**config.mk**
```make
export PLATFORM = sky130hd
export DESIGN_NAME = chg_gate_mod
export DESIGN_NICKNAME = d
export VERILOG_FILES = /design/src/rtl/cgm_pkg.sv /design/src/rtl/cgm_phase_watch.sv /design/src/rtl/cgm_pulse_timer.sv /design/src/rtl/cgm_hyst_gate.sv /design/src/rtl/chg_gate_mod.sv
export SDC_FILE = /design/constraint.sdc
export NUM_CORES = 1
export LEC_CHECK = 0
export BUFFER_PORTS_ARGS = -buffer_cell sky130_fd_sc_hd__buf_4
export CAP_MARGIN = 30
export CORE_UTILIZATION = 59
export CTS_CLUSTER_SIZE = 12
export DETAILED_ROUTE_END_ITERATION = 10
export GPL_TIMING_DRIVEN = 0
export PLACE_DENSITY = 0.78
export SYNTH_ARGS = -nofsm -noshare
export SYNTH_HDL_FRONTEND = slang
export SYNTH_SLANG_ARGS = --single-unit
```
**constraint.sdc**
```tcl
create_clock -name clk -period 3.12 [get_ports clk]
set_input_delay 0.936 -clock clk [delete_from_list [all_inputs] [get_ports clk]]
set_output_delay 0.936 -clock clk [all_outputs]
set_load 0.01 [all_outputs]
```
**src/rtl/cgm_pkg.sv**
```systemverilog
`timescale 1ns/1ps
package cgm_pkg;

  typedef enum logic [1:0] {
    PH_OFF     = 2'd0,
    PH_FAST    = 2'd1,
    PH_TOPOFF  = 2'd2,
    PH_TRICKLE = 2'd3
  } phase_e;

  // Period of the pulse timer, in ticks, for a pulsed phase.
  function automatic int unsigned pulse_period(phase_e ph, logic [1:0] code,
                                               int unsigned topoff_ticks,
                                               int unsigned base_ticks);
    int unsigned p;
    if (ph == PH_TRICKLE) p = base_ticks << code;
    else                  p = topoff_ticks;
    return p;
  endfunction

  function automatic logic is_pulsed(phase_e ph);
    return (ph == PH_TOPOFF) || (ph == PH_TRICKLE);
  endfunction

  // Bang-bang step: upper threshold wins, lower sets, otherwise hold.
  function automatic logic hyst_step(logic cur, logic lo, logic hi);
    logic n;
    if (hi)      n = 1'b0;
    else if (lo) n = 1'b1;
    else         n = cur;
    return n;
  endfunction

endpackage

```
**src/rtl/cgm_phase_watch.sv**
```systemverilog
`timescale 1ns/1ps
module cgm_phase_watch
  import cgm_pkg::*;
(
  input  logic   clk,
  input  logic   rst_n,
  input  logic   run,
  input  phase_e phase,
  output logic   restart
);

  phase_e phase_q;

  // An idle cycle records OFF, so leaving idle always counts as a change.
  always_ff @(posedge clk) begin
    if (!rst_n)   phase_q <= PH_OFF;
    else if (run) phase_q <= phase;
    else          phase_q <= PH_OFF;
  end

  assign restart = run && (phase != phase_q);

endmodule

```
**src/rtl/cgm_pulse_timer.sv**
```systemverilog
`timescale 1ns/1ps
module cgm_pulse_timer #(
  parameter int unsigned PULSE_TICKS = 260,
  parameter int unsigned MAX_PERIOD  = 33280,
  parameter int unsigned CW          = 16,
  parameter int unsigned PW          = 17
) (
  input  logic          clk,
  input  logic          rst_n,
  input  logic          run,
  input  logic          restart,
  input  logic          tick,
  input  logic [PW-1:0] period,
  output logic          win_open
);

  logic [CW-1:0] pos_q;
  logic [CW-1:0] pos_eff;
  logic [CW-1:0] pos_n;
  logic          at_end;

  assign pos_eff  = restart ? '0 : pos_q;
  assign win_open = pos_eff < CW'(PULSE_TICKS);
  // >= so that a period shortened mid-phase still wraps.
  assign at_end   = (PW'(pos_q) + PW'(1)) >= period;

  always_comb begin
    pos_n = pos_q;
    if (!run || restart) pos_n = '0;
    else if (tick)       pos_n = at_end ? '0 : pos_q + CW'(1);
  end

  always_ff @(posedge clk) begin
    if (!rst_n) pos_q <= '0;
    else        pos_q <= pos_n;
  end

  assert_pos_bounded_R7: assert property (@(posedge clk) disable iff (!rst_n)
    PW'(pos_q) < PW'(MAX_PERIOD));

  assert_no_tick_no_move_R11: assert property (@(posedge clk) disable iff (!rst_n)
    (run && !restart && !tick) |=> $stable(pos_q));

  assert_idle_clears_R8: assert property (@(posedge clk) disable iff (!rst_n)
    !run |=> (pos_q == '0));

endmodule

```
**src/rtl/cgm_hyst_gate.sv**
```systemverilog
`timescale 1ns/1ps
module cgm_hyst_gate
  import cgm_pkg::*;
(
  input  logic clk,
  input  logic rst_n,
  input  logic enable,
  input  logic lo,
  input  logic hi,
  output logic gate_q
);

  logic gate_n;

  assign gate_n = enable ? hyst_step(gate_q, lo, hi) : 1'b0;

  always_ff @(posedge clk) begin
    if (!rst_n) gate_q <= 1'b0;
    else        gate_q <= gate_n;
  end

  assert_set_below_low_R1: assert property (@(posedge clk) disable iff (!rst_n)
    (enable && lo && !hi) |=> gate_q);

  assert_clear_above_high_R2: assert property (@(posedge clk) disable iff (!rst_n)
    hi |=> !gate_q);

  assert_hold_between_R3: assert property (@(posedge clk) disable iff (!rst_n)
    (enable && !lo && !hi) |=> $stable(gate_q));

  assert_closed_window_low_R10: assert property (@(posedge clk) disable iff (!rst_n)
    !enable |=> !gate_q);

endmodule

```
**src/rtl/chg_gate_mod.sv**
```systemverilog
`timescale 1ns/1ps
module chg_gate_mod
  import cgm_pkg::*;
#(
  parameter int unsigned PULSE_TICKS        = 260,
  parameter int unsigned TOPOFF_TICKS       = 2080,
  parameter int unsigned TRICKLE_BASE_TICKS = 4160
) (
  input  logic       clk,
  input  logic       rst_n,
  input  logic       inhibit_i,
  input  logic [1:0] phase_i,
  input  logic [1:0] trickle_code_i,
  input  logic       tick_i,
  input  logic       sense_lo_i,
  input  logic       sense_hi_i,
  output logic       chg_en_o
);

  localparam int unsigned LONGEST_TRICKLE = TRICKLE_BASE_TICKS * 8;
  localparam int unsigned MAX_PERIOD =
    (TOPOFF_TICKS > LONGEST_TRICKLE) ? TOPOFF_TICKS : LONGEST_TRICKLE;
  localparam int unsigned CW = $clog2(MAX_PERIOD);
  localparam int unsigned PW = CW + 1;

  phase_e        ph;
  logic          run;
  logic          pulsed;
  logic          restart;
  logic          win_open;
  logic          gate_en;
  logic [PW-1:0] period_sel;

  assign ph         = phase_e'(phase_i);
  assign run        = !inhibit_i && (ph != PH_OFF);
  assign pulsed     = is_pulsed(ph);
  assign period_sel = PW'(pulse_period(ph, trickle_code_i,
                                       TOPOFF_TICKS, TRICKLE_BASE_TICKS));

  cgm_phase_watch u_watch (
    .clk     (clk),
    .rst_n   (rst_n),
    .run     (run),
    .phase   (ph),
    .restart (restart)
  );

  cgm_pulse_timer #(
    .PULSE_TICKS (PULSE_TICKS),
    .MAX_PERIOD  (MAX_PERIOD),
    .CW          (CW),
    .PW          (PW)
  ) u_timer (
    .clk      (clk),
    .rst_n    (rst_n),
    .run      (run && pulsed),
    .restart  (restart),
    .tick     (tick_i),
    .period   (period_sel),
    .win_open (win_open)
  );

  assign gate_en = run && (pulsed ? win_open : 1'b1);

  cgm_hyst_gate u_gate (
    .clk    (clk),
    .rst_n  (rst_n),
    .enable (gate_en),
    .lo     (sense_lo_i),
    .hi     (sense_hi_i),
    .gate_q (chg_en_o)
  );

  assert_idle_forces_low_R8: assert property (@(posedge clk) disable iff (!rst_n)
    (inhibit_i || phase_i == 2'd0) |=> !chg_en_o);

  assert_restart_opens_window_R9: assert property (@(posedge clk) disable iff (!rst_n)
    (restart && pulsed) |-> win_open);

  assert_grounded_sense_high_R5: assert property (@(posedge clk) disable iff (!rst_n)
    (run && !pulsed && sense_lo_i && !sense_hi_i) |=> chg_en_o);

  assert_pulse_needs_window_R6: assert property (@(posedge clk) disable iff (!rst_n)
    (run && pulsed && !win_open) |=> !chg_en_o);

endmodule

```
==> run_results.csv <==
group,metric,value,unit
finish,drive_gt1_frac,0.311,
synthesis,yosysMostFrequentCell,"dfxtp_1",
drt,drtPass1Iterations,5,
grt,grt_pass1_wl,5070,um
drt,drt.antenna.violating_nets,0,
job,cap_violations,0,
synthesis,synth_edf_count,0,
finish,syn_to_final_growth,20.3,%
die,coreArea,2060,um2
pwr,power.density,251,nW/um2
synthesis,synth_area,1350,um2
worst_setup_path,regToRegStartpoint,"u_timer.pos_q[6]$_SDFFE_PP0P_",
pwr,ir_worst_vdd,0.287,mV
sta,max_freq,326,MHz
sta,skew,0.0105,ns
worst_setup_path,cp.arrival,3.32,ns
sta,hold_violations,0,
sta,fin_crit_sh,0.982,
finish,fill_cells,152,
synthesis,ys.warnings.count,0,
clocking,cts_tree,"done",
place,place.gp.congestion,0.832,
pwr,leakagePower,0.720,nW
finish,nets,199,
synthesis,synth_cells,158,
grt,first_global_vias,1148,
die,die_h,49.8,um
die,num_rows,16,
place,portBuffers,10,
drt,drt-vias-per-instance,6.35,
worst_hold_path,min_to,"u_gate.gate_q$_SDFFE_PP0P_",
clocking,cts.htree.levels,1,
grt,gr-total-overflow,0,
synthesis,async_reset_ff_frac,0,
finish,postLayoutCoreUtil,0.788,
worst_setup_path,reg2reg_to,"u_timer.pos_q[2]$_SDFFE_PP0P_",
clocking,cts.sinks,19,
synthesis,syn_avg_cell_area,8.54,um2
sta,whs,0.518,ns
clocking,cts_root_buf,"clkbuf_4",
worst_hold_path,hold_start,"u_gate.gate_q$_SDFFE_PP0P_",
worst_setup_path,endpoint_kind,"flip-flop",
synthesis,synth_fp_nets,179,
synthesis,synth_ff_type,"dfxtp_1",
worst_hold_path,hp-class,"flip-flop to flip-flop",
die,dieWidth,49.8,um
drt,wl_per_cell,15.7,um
worst_setup_path,worstRegToRegCells,13,
drt,drc,0,
drt,vias,1296,
die,io_pins,11,
clocking,clockBufferDepth,2,
die,start_util,0.655,
synthesis,ys_ff_latch,19,
synthesis,synth_top_area_frac,0.282,
worst_setup_path,required,3.37,ns
grt,antenna_found_initial,0,
run_status,status,"finished, final reports clean",
sta,setup-violations-final,0,
drt,wirelength,3210,um
sta,rsz0062_at_grt,"yes",
synthesis,seq_area_frac_synth,0.282,
drt,drt_iter0_drc,40,
clocking,clkLatencyLatePin,0.30,ns
clocking,cts_buffers,3,
synthesis,synth_commonest_cells,"dfxtp_1, nor2_1, nand2_1",
synthesis,synth_top_cell_by_area,"dfxtp_1",
die,dieArea,2480,um2
place,dp_hpwl,2230,um
sta,tightest_slew,0.765,ns
synthesis,synth_area_leaders,"dfxtp_1, ha_1, a22o_2",
worst_setup_path,rrSetupSlack,0.06,ns
worst_setup_path,cp_max_fo,8,
grt,grt_util_all_layers,0.267,
grt,grt_max_degree,12,
sta,slew_headroom,0.488,
pwr,power,0.408,mW
sta,final_max_slew_viol_count,0,
worst_setup_path,path_class,"flip-flop to flip-flop",
clocking,cts.reportedPaths.clkPinSlew,0.11,ns
finish,num_antenna_cells,0,
sta,post-route-min-period,3.06,ns
synthesis,ys_types,47,
worst_setup_path,start_kind,"flip-flop",
worst_hold_path,holdPathStages,2,
## worst max-delay path by stage
| stage | start | to | slack, ns | cells after the start |
|---|---|---|---|---|
| global route | u_timer.pos_q[6]$_SDFFE_PP0P_ | u_timer.pos_q[3]$_SDFFE_PP0P_ | -0.07 | 13 |
| floorplan | u_timer.pos_q[0]$_SDFFE_PP0P_ | u_timer.pos_q[15]$_SDFFE_PP0P_ | 0.27 | 11 |
| detailed placement | u_timer.pos_q[0]$_SDFFE_PP0P_ | u_timer.pos_q[9]$_SDFFE_PP0P_ | -0.25 | 11 |
| CTS | u_timer.pos_q[1]$_SDFFE_PP0P_ | u_timer.pos_q[9]$_SDFFE_PP0P_ | 0.02 | 12 |
| global placement | u_timer.pos_q[0]$_SDFFE_PP0P_ | u_timer.pos_q[6]$_SDFFE_PP0P_ | -0.24 | 11 |
| finish | u_timer.pos_q[6]$_SDFFE_PP0P_ | u_timer.pos_q[2]$_SDFFE_PP0P_ | 0.06 | 13 |
## logic make-up after synthesis
group | synth area share
AOI/OAI and AO/OA | 0.209
xor gates and xnor gates | 0.0714
adders and majority gates | 0.102
buffers and inverters | 0.0417
DFF | 0.282
and+or+nand+nor | 0.295
## report_power, final
| part | switching, mW | internal [mW] | leakage [nW] |
|---|---|---|---|
| Combinational | 0.0173 | 0.0163 | 0.546 |
| Sequential | 0.000636 | 0.244 | 0.156 |
| Clock | 0.0819 | 0.0478 | 0.0177 |
| Total | 0.0998 | 0.308 | 0.720 |
## layer usage
layer,GRT usage,up-vias,share of wire
met4,0.0714,0,0.0084
met2,0.441,53,0.49
met3,0.0340,4,0.050
met5,0,-,0
met1,0.364,600,0.45
li1,-,639,-
## metrics by stage
step                      cells  instance area [um2]  setup WS [ns]  TNS [ns]
after global placement      195                 1460         -0.241     -2.89
after detailed placement    195                 1460         -0.249     -3.19
final                       204                 1620         0.0558         0
after CTS                   201                 1540         0.0193         0
after floorplan             158                 1350          0.274         0
after global routing        204                 1620        -0.0668    -0.474
## timing repair
item | CTS | global route
gates resized for setup | 6 | 14
buffers inserted | 2 | 2
hold buffers | 0 | 0
cloned | 0 | 1
endpoints found under the hold margin | 0 | 0
endpoints found under the setup margin | 16 | 16
pin swaps | 3 | 5
## cells in the final DEF, fill, tap and decap left out, drive strengths merged, types with 2 or more instances in the layout
master and count:
a211oi 2, buf 16, and3 2, a21oi 2
a22o 8, xor2 6, nand3 5, and2 3
dfxtp 19, a211o 4, xnor2 5, a21o 4
clkbuf 6, nor3 10, ha 11, nand2 14
nor4 3, inv 5, nand4b 2, o21ai 9
nand4 8, nor2 18
## worst max-delay path, stage by stage, from the launching register on
cell      delay (ns)
dfxtp_1         0.34
buf_6           0.12
nand4_1         0.27
nor3_4          0.32
nand3_1         0.18
xnor2_2         0.19
ha_1            0.31
a211oi_2        0.22
o41ai_1         0.13
o21ai_2         0.25
buf_4           0.18
nand4_4         0.14
nor3b_1         0.24
a21o_1          0.10
## flip-flops by register name, summed over array words and instances (netlist names)
signal           count
u_timer.pos_q       16
u_watch.phase_q      2
u_gate.gate_q        1
## layout make-up
cell class              count  area [um2]  area share
multi-input cells         130        1010       0.625
plain buffers               5        37.5      0.0231
well taps                  27        33.8      0.0208
clock inverters             1        5.00     0.00308
inverters                   5        18.8      0.0116
clock buffers               3        22.5      0.0139
flip-flops and latches     19         387       0.238
repair buffers             14         105      0.0647
Note: power is estimated with default switching activity, not from simulation.
